==> src/rtl/ipi_pkg.sv <==
package ipi_pkg;
  localparam int WORD_W    = 32;
  localparam int CMD_ACK   = 31;
  localparam int CMD_SEND  = 30;
  localparam int ID_LSB    = 16;
  localparam int ID_W      = 14;
  localparam int PAY_W     = 16;
  localparam int PEND_BIT  = 30;

  // Assemble a mailbox word from its fields; unused bits are zero.
  function automatic logic [WORD_W-1:0] mbox_word(input logic pend,
                                                  input logic [ID_W-1:0] src,
                                                  input logic [PAY_W-1:0] pay);
    return {1'b0, pend, src, pay};
  endfunction
endpackage

==> src/rtl/ipi_addr_dec.sv <==
module ipi_addr_dec #(
  parameter int N      = 1,
  parameter int ADDR_W = 5,
  localparam int IDX_W = ADDR_W - 3
) (
  input  logic [ADDR_W-1:2] addr_hi,
  input  logic              we,
  input  logic [31:16]      cmd_hi,
  output logic [N-1:0]      ctrl_we,
  output logic [N-1:0]      send_hit,
  output logic [N-1:0]      ack_hit,
  output logic [IDX_W-1:0]  idx,
  output logic              idx_ok,
  output logic              sel_mbox
);
  logic [13:0] dest;
  logic        dest_ok;
  logic        cmd_wr;

  assign idx      = addr_hi[ADDR_W-1:3];
  assign sel_mbox = addr_hi[2];
  assign idx_ok   = int'(idx) < N;
  assign dest     = cmd_hi[29:16];
  assign dest_ok  = int'(dest) < N;
  assign cmd_wr   = we && !sel_mbox && idx_ok;

  for (genvar k = 0; k < N; k++) begin : g_hit
    assign ctrl_we[k]  = cmd_wr && (int'(idx) == k);
    assign ack_hit[k]  = ctrl_we[k] && cmd_hi[31];
    assign send_hit[k] = cmd_wr && cmd_hi[30] && dest_ok && (int'(dest) == k);
  end
endmodule

==> src/rtl/ipi_core_slot.sv <==
module ipi_core_slot #(
  parameter int IDX_W = 2
) (
  input  logic             clk,
  input  logic             rst_n,
  input  logic             ctrl_we,
  input  logic [31:0]      wdata,
  input  logic             send_hit,
  input  logic [IDX_W-1:0] send_src,
  input  logic             ack_hit,
  output logic [31:0]      ctrl_word,
  output logic [31:0]      mbox_word,
  output logic             irq
);
  import ipi_pkg::*;

  logic [31:0]      ctrl_q;
  logic             pend_q;
  logic [IDX_W-1:0] src_q;
  logic [PAY_W-1:0] pay_q;
  logic             pend_n;

  // send first, acknowledge second
  always_comb begin
    pend_n = pend_q;
    if (send_hit) pend_n = 1'b1;
    if (ack_hit)  pend_n = 1'b0;
  end

  always_ff @(posedge clk) begin
    if (!rst_n) begin
      ctrl_q <= '0;
      pend_q <= 1'b0;
      src_q  <= '0;
      pay_q  <= '0;
      irq    <= 1'b0;
    end else begin
      if (ctrl_we) ctrl_q <= wdata;
      if (send_hit) begin
        src_q <= send_src;
        pay_q <= wdata[PAY_W-1:0];
      end
      pend_q <= pend_n;
      irq    <= pend_n;
    end
  end

  assign ctrl_word = ctrl_q;
  assign mbox_word = ipi_pkg::mbox_word(pend_q, ID_W'(src_q), pay_q);
endmodule

==> src/rtl/ipi_rd_mux.sv <==
module ipi_rd_mux #(
  parameter int N     = 1,
  parameter int IDX_W = 2
) (
  input  logic [N-1:0][31:0] ctrl_words,
  input  logic [N-1:0][31:0] mbox_words,
  input  logic [IDX_W-1:0]   idx,
  input  logic               idx_ok,
  input  logic               sel_mbox,
  output logic [31:0]        rdata
);
  always_comb begin
    rdata = '0;
    for (int k = 0; k < N; k++) begin
      if (idx_ok && int'(idx) == k)
        rdata = sel_mbox ? mbox_words[k] : ctrl_words[k];
    end
  end
endmodule

==> src/rtl/ipi_mailbox.sv <==
module ipi_mailbox #(
  parameter int N      = 1,
  parameter int ADDR_W = 5
) (
  input  logic              clk,
  input  logic              rst_n,
  input  logic [ADDR_W-1:0] bus_addr,
  input  logic              bus_we,
  input  logic [31:0]       bus_wdata,
  output logic [31:0]       bus_rdata,
  output logic [N-1:0]      irq
);
  localparam int IDX_W = ADDR_W - 3;

  logic [N-1:0]        ctrl_we, send_hit, ack_hit;
  logic [IDX_W-1:0]    idx;
  logic                idx_ok, sel_mbox;
  logic [N-1:0][31:0]  ctrl_words, mbox_words;
  logic                unused_lo;

  assign unused_lo = ^bus_addr[1:0];

  ipi_addr_dec #(.N(N), .ADDR_W(ADDR_W)) u_dec (
    .addr_hi (bus_addr[ADDR_W-1:2]),
    .we      (bus_we),
    .cmd_hi  (bus_wdata[31:16]),
    .ctrl_we (ctrl_we),
    .send_hit(send_hit),
    .ack_hit (ack_hit),
    .idx     (idx),
    .idx_ok  (idx_ok),
    .sel_mbox(sel_mbox)
  );

  for (genvar k = 0; k < N; k++) begin : g_core
    ipi_core_slot #(.IDX_W(IDX_W)) u_slot (
      .clk      (clk),
      .rst_n    (rst_n),
      .ctrl_we  (ctrl_we[k]),
      .wdata    (bus_wdata),
      .send_hit (send_hit[k]),
      .send_src (idx),
      .ack_hit  (ack_hit[k]),
      .ctrl_word(ctrl_words[k]),
      .mbox_word(mbox_words[k]),
      .irq      (irq[k])
    );
  end

  ipi_rd_mux #(.N(N), .IDX_W(IDX_W)) u_rd (
    .ctrl_words(ctrl_words),
    .mbox_words(mbox_words),
    .idx       (idx),
    .idx_ok    (idx_ok),
    .sel_mbox  (sel_mbox),
    .rdata     (bus_rdata)
  );
endmodule

==> config.mk <==
export PLATFORM = sky130hd
export DESIGN_NAME = ipi_mailbox
export DESIGN_NICKNAME = d
export VERILOG_FILES = /design/src/rtl/ipi_pkg.sv /design/src/rtl/ipi_addr_dec.sv /design/src/rtl/ipi_core_slot.sv /design/src/rtl/ipi_rd_mux.sv /design/src/rtl/ipi_mailbox.sv
export SDC_FILE = /design/constraint.sdc
export NUM_CORES = 1
export LEC_CHECK = 0
export CORE_MARGIN = 2
export CORE_UTILIZATION = 67
export DETAILED_ROUTE_END_ITERATION = 16
export DONT_BUFFER_PORTS = 1
export GPL_TIMING_DRIVEN = 0
export PLACE_DENSITY = 0.92
export REMOVE_ABC_BUFFERS = 1
export SLEW_MARGIN = 30
export SYNTH_ARGS = -nofsm -noshare
export SYNTH_HDL_FRONTEND = slang
export SYNTH_SLANG_ARGS = --single-unit
==> constraint.sdc <==
create_clock -name clk -period 2.6 [get_ports clk]
set_input_delay 0.52 -clock clk [delete_from_list [all_inputs] [get_ports clk]]
set_output_delay 0.52 -clock clk [all_outputs]
set_load 0.1 [all_outputs]
==> results_dict.tcl <==
set metrics [dict create \
    relSlewSlack 0.357 \
    synth_area_per_cell_um2 8.39 \
    grt_max_degree 52 \
    hold_violations 0 \
    finClkSkew_ns 0 \
    drt_wl_total_um 4940 \
    synth_area_um2 2390 \
    cts_sinks 51 \
    cts_buffer_depth 2 \
    slowest_stage "and2_1" \
    worstPathMaxFanout 15 \
    num_io_pins 73 \
    dpl.hpwl_um 3290 \
    end_kind "primary output" \
    dieArea_um2 4060 \
    r2r-start "g_core[0].u_slot.irq$_SDFFE_PP0P_" \
    path_delay_family "simple AND/OR/NAND/NOR gates" \
    postSynthCellCount 285 \
    first_iter_violations 172 \
    final_common_cell "nand2_1" \
    cp_slowest_stage_delay_ns 0.87 \
    fin_nets 309 \
    holdBufCountCts 0 \
    first_global_vias 1882 \
    hold_path_depth 2 \
    grt_first_pass_wirelength_um 8280 \
    cp-start-kind "primary input" \
    synth_cell_type_count 24 \
    route.antenna.remaining_nets 0 \
    area_growth_pct 5.97 \
    clock.fmax_mhz 396 \
    synthArstFlopShare 0 \
    r2r-end "g_core[0].u_slot.irq$_SDFFE_PP0P_" \
    core_area_um2 3390 \
    rsz0062_at_grt "no" \
    crit_buf_inv 0 \
    cts-buffers-inserted 5 \
    grt_usage 0.261 \
    seq_area_frac_synth 0.427 \
    htree_levels 2 \
    drt-wirelength-per-cell_um 15.6 \
    period_minus_slack_ns 2.53 \
    p_per_area_nw_per_um2 479 \
    vias 1861 \
    clk_pin_slew_ns 0.13 \
    worstSetupPathType "primary input to primary output" \
    instances_no_fill 316 \
    power_mw 1.21 \
    io_buffers 0 \
    antennaDiodeCount 0 \
    dpl.cell_count 308 \
    crit_required_ns 2.08 \
    grt.overflow.total 0 \
    synthFlopType "dfxtp_1" \
    gp_congestion 0.721 \
    drive_gt1_frac 0.137 \
    cp_cell_sequence "nor3_2 > and2_1" \
    cts_tree "done" \
    drtPass1Iterations 4 \
    power.leakage_nw 0.807 \
    holdPathEnd "g_core[0].u_slot.pay_q[5]$_SDFFE_PN0P_" \
    die_y_um 63.7 \
    yosysWarnings 0 \
    min_path_type "primary input to flip-flop" \
    cts_root_buf "clkbuf_4" \
    drc 0 \
    antenna_found_initial 0 \
    initial_core_util 0.705 \
    status "finished clean" \
    fin_crit_sh 0.972 \
    crit_arrival_ns 2.01 \
    max_slew.worst_pin.slew_ns 0.972 \
    viasPerCell 5.89 \
    maxSlewViolCount 0 \
    setup_viol 0 \
    ys_seq_elements 51 \
    die_w_um 63.7 \
    timing.reg2reg.setup_slack_ns 1.56 \
    clkLatencyLatePin_ns 0.36 \
    final_cell_mix "nand2_1, dfxtp_1, a21boi_0" \
    rows 21 \
    cp-startpoint "bus_addr[4]" \
    max_cap_viol_count 0 \
    n_fill_cell 247 \
    rr_worst_depth 2 \
    peakVddDrop_uv 369 \
    synth_edf_count 0 \
    min-delay-start "bus_wdata[5]" \
]
[report_power, final]
group / total, mW / internal (mW) / switching (mW)
sequential: 0.796 / 0.792 / 0.00467
combinational: 0.0790 / 0.0295 / 0.0495
clock: 0.338 / 0.101 / 0.236
total: 1.21 / 0.922 / 0.291
[worst register-to-register path, stage by stage (launching register included)]
cell and delay [ns]:
dfxtp_2 0.70, a21oi_1 0.07, and3b_1 0.22
[sequential cells by signal (all words and copies together) (netlist names)]
| name | flops |
|---|---|
| g_core.u_slot.pay_q | 16 |
| g_core.u_slot.ctrl_word | 32 |
| g_core.u_slot.irq | 1 |
| g_core.u_slot.src_q | 2 |
[worst max-delay path by stage]
stage,to,slack (ns),cells past startpoint
after global placement,g_core[0].u_slot.irq$_SDFFE_PP0P_,-0.43,4
after CTS,bus_rdata[27],0.08,2
after floorplan,bus_rdata[30],-0.32,2
after detailed placement,bus_rdata[27],0.08,2
final,bus_rdata[28],0.07,2
after global routing,bus_rdata[27],0.01,2
[cells in the mapped netlist (2+ instances only)]
master	count	area (µm²)
nor4_2	3	37.5
clkbuf_1	13	48.8
mux2i_1	19	190
a21boi_0	32	240
buf_4	3	22.5
and3_1	2	12.5
buf_6	3	33.8
o21ai_0	16	80.1
nor2_1	19	71.3
a21boi_1	16	120
buf_2	4	20.0
nand2_1	66	248
nand3_1	15	75.1
dfxtp_1	51	1020
and2_1	14	87.6
[timing repair]
item,4_1_cts,5_1_grt
gates resized for setup,1,0
setup endpoints to repair,1,0
setup buffers,0,0
[final cells by class]
cell class / instances / area (µm²) / area share
clock buffers: 5 / 37.5 / 0.0148
clock inverters: 3 / 15.0 / 0.00593
multi-input cells: 210 / 1370 / 0.542
flip-flops and latches: 51 / 1020 / 0.403
well taps: 46 / 57.6 / 0.0227
repair buffers: 1 / 27.5 / 0.0109
[metrics by stage]
stage               TNS (ns)  hold WS, ns  setup WS [ns]   util  instance area [µm²]
global route               0        0.249         0.0149  0.748                 2530
finish                     0        0.273         0.0719  0.748                 2530
detailed placement         0        0.452         0.0757  0.731                 2480
floorplan              -3.08        0.439         -0.321      -                 2250
CTS                        0        0.268         0.0765  0.747                 2530
global placement      -19.52        0.444         -0.435  0.680                 2300
[layer usage]
metal | track usage | part of all wire | up-vias
li1 | - | - | 922
met1 | 0.286 | 0.42 | 883
met2 | 0.478 | 0.51 | 49
met3 | 0.0792 | 0.058 | 7
met4 | 0.0897 | 0.012 | 0
met5 | 0 | 0 | -
[logic make-up (layout without fill, tap and decap cells)]
kind of cell / count (synthesis) / count (layout) / synth area share
AOI/OAI and AO/OA: 65 / 65 / 0.186
muxes: 19 / 19 / 0.0795
buffers and inverters: 24 / 9 / 0.0607
and+or+nand+nor: 126 / 126 / 0.246
DFF: 51 / 51 / 0.427
Power figures use the tool's default switching activity.
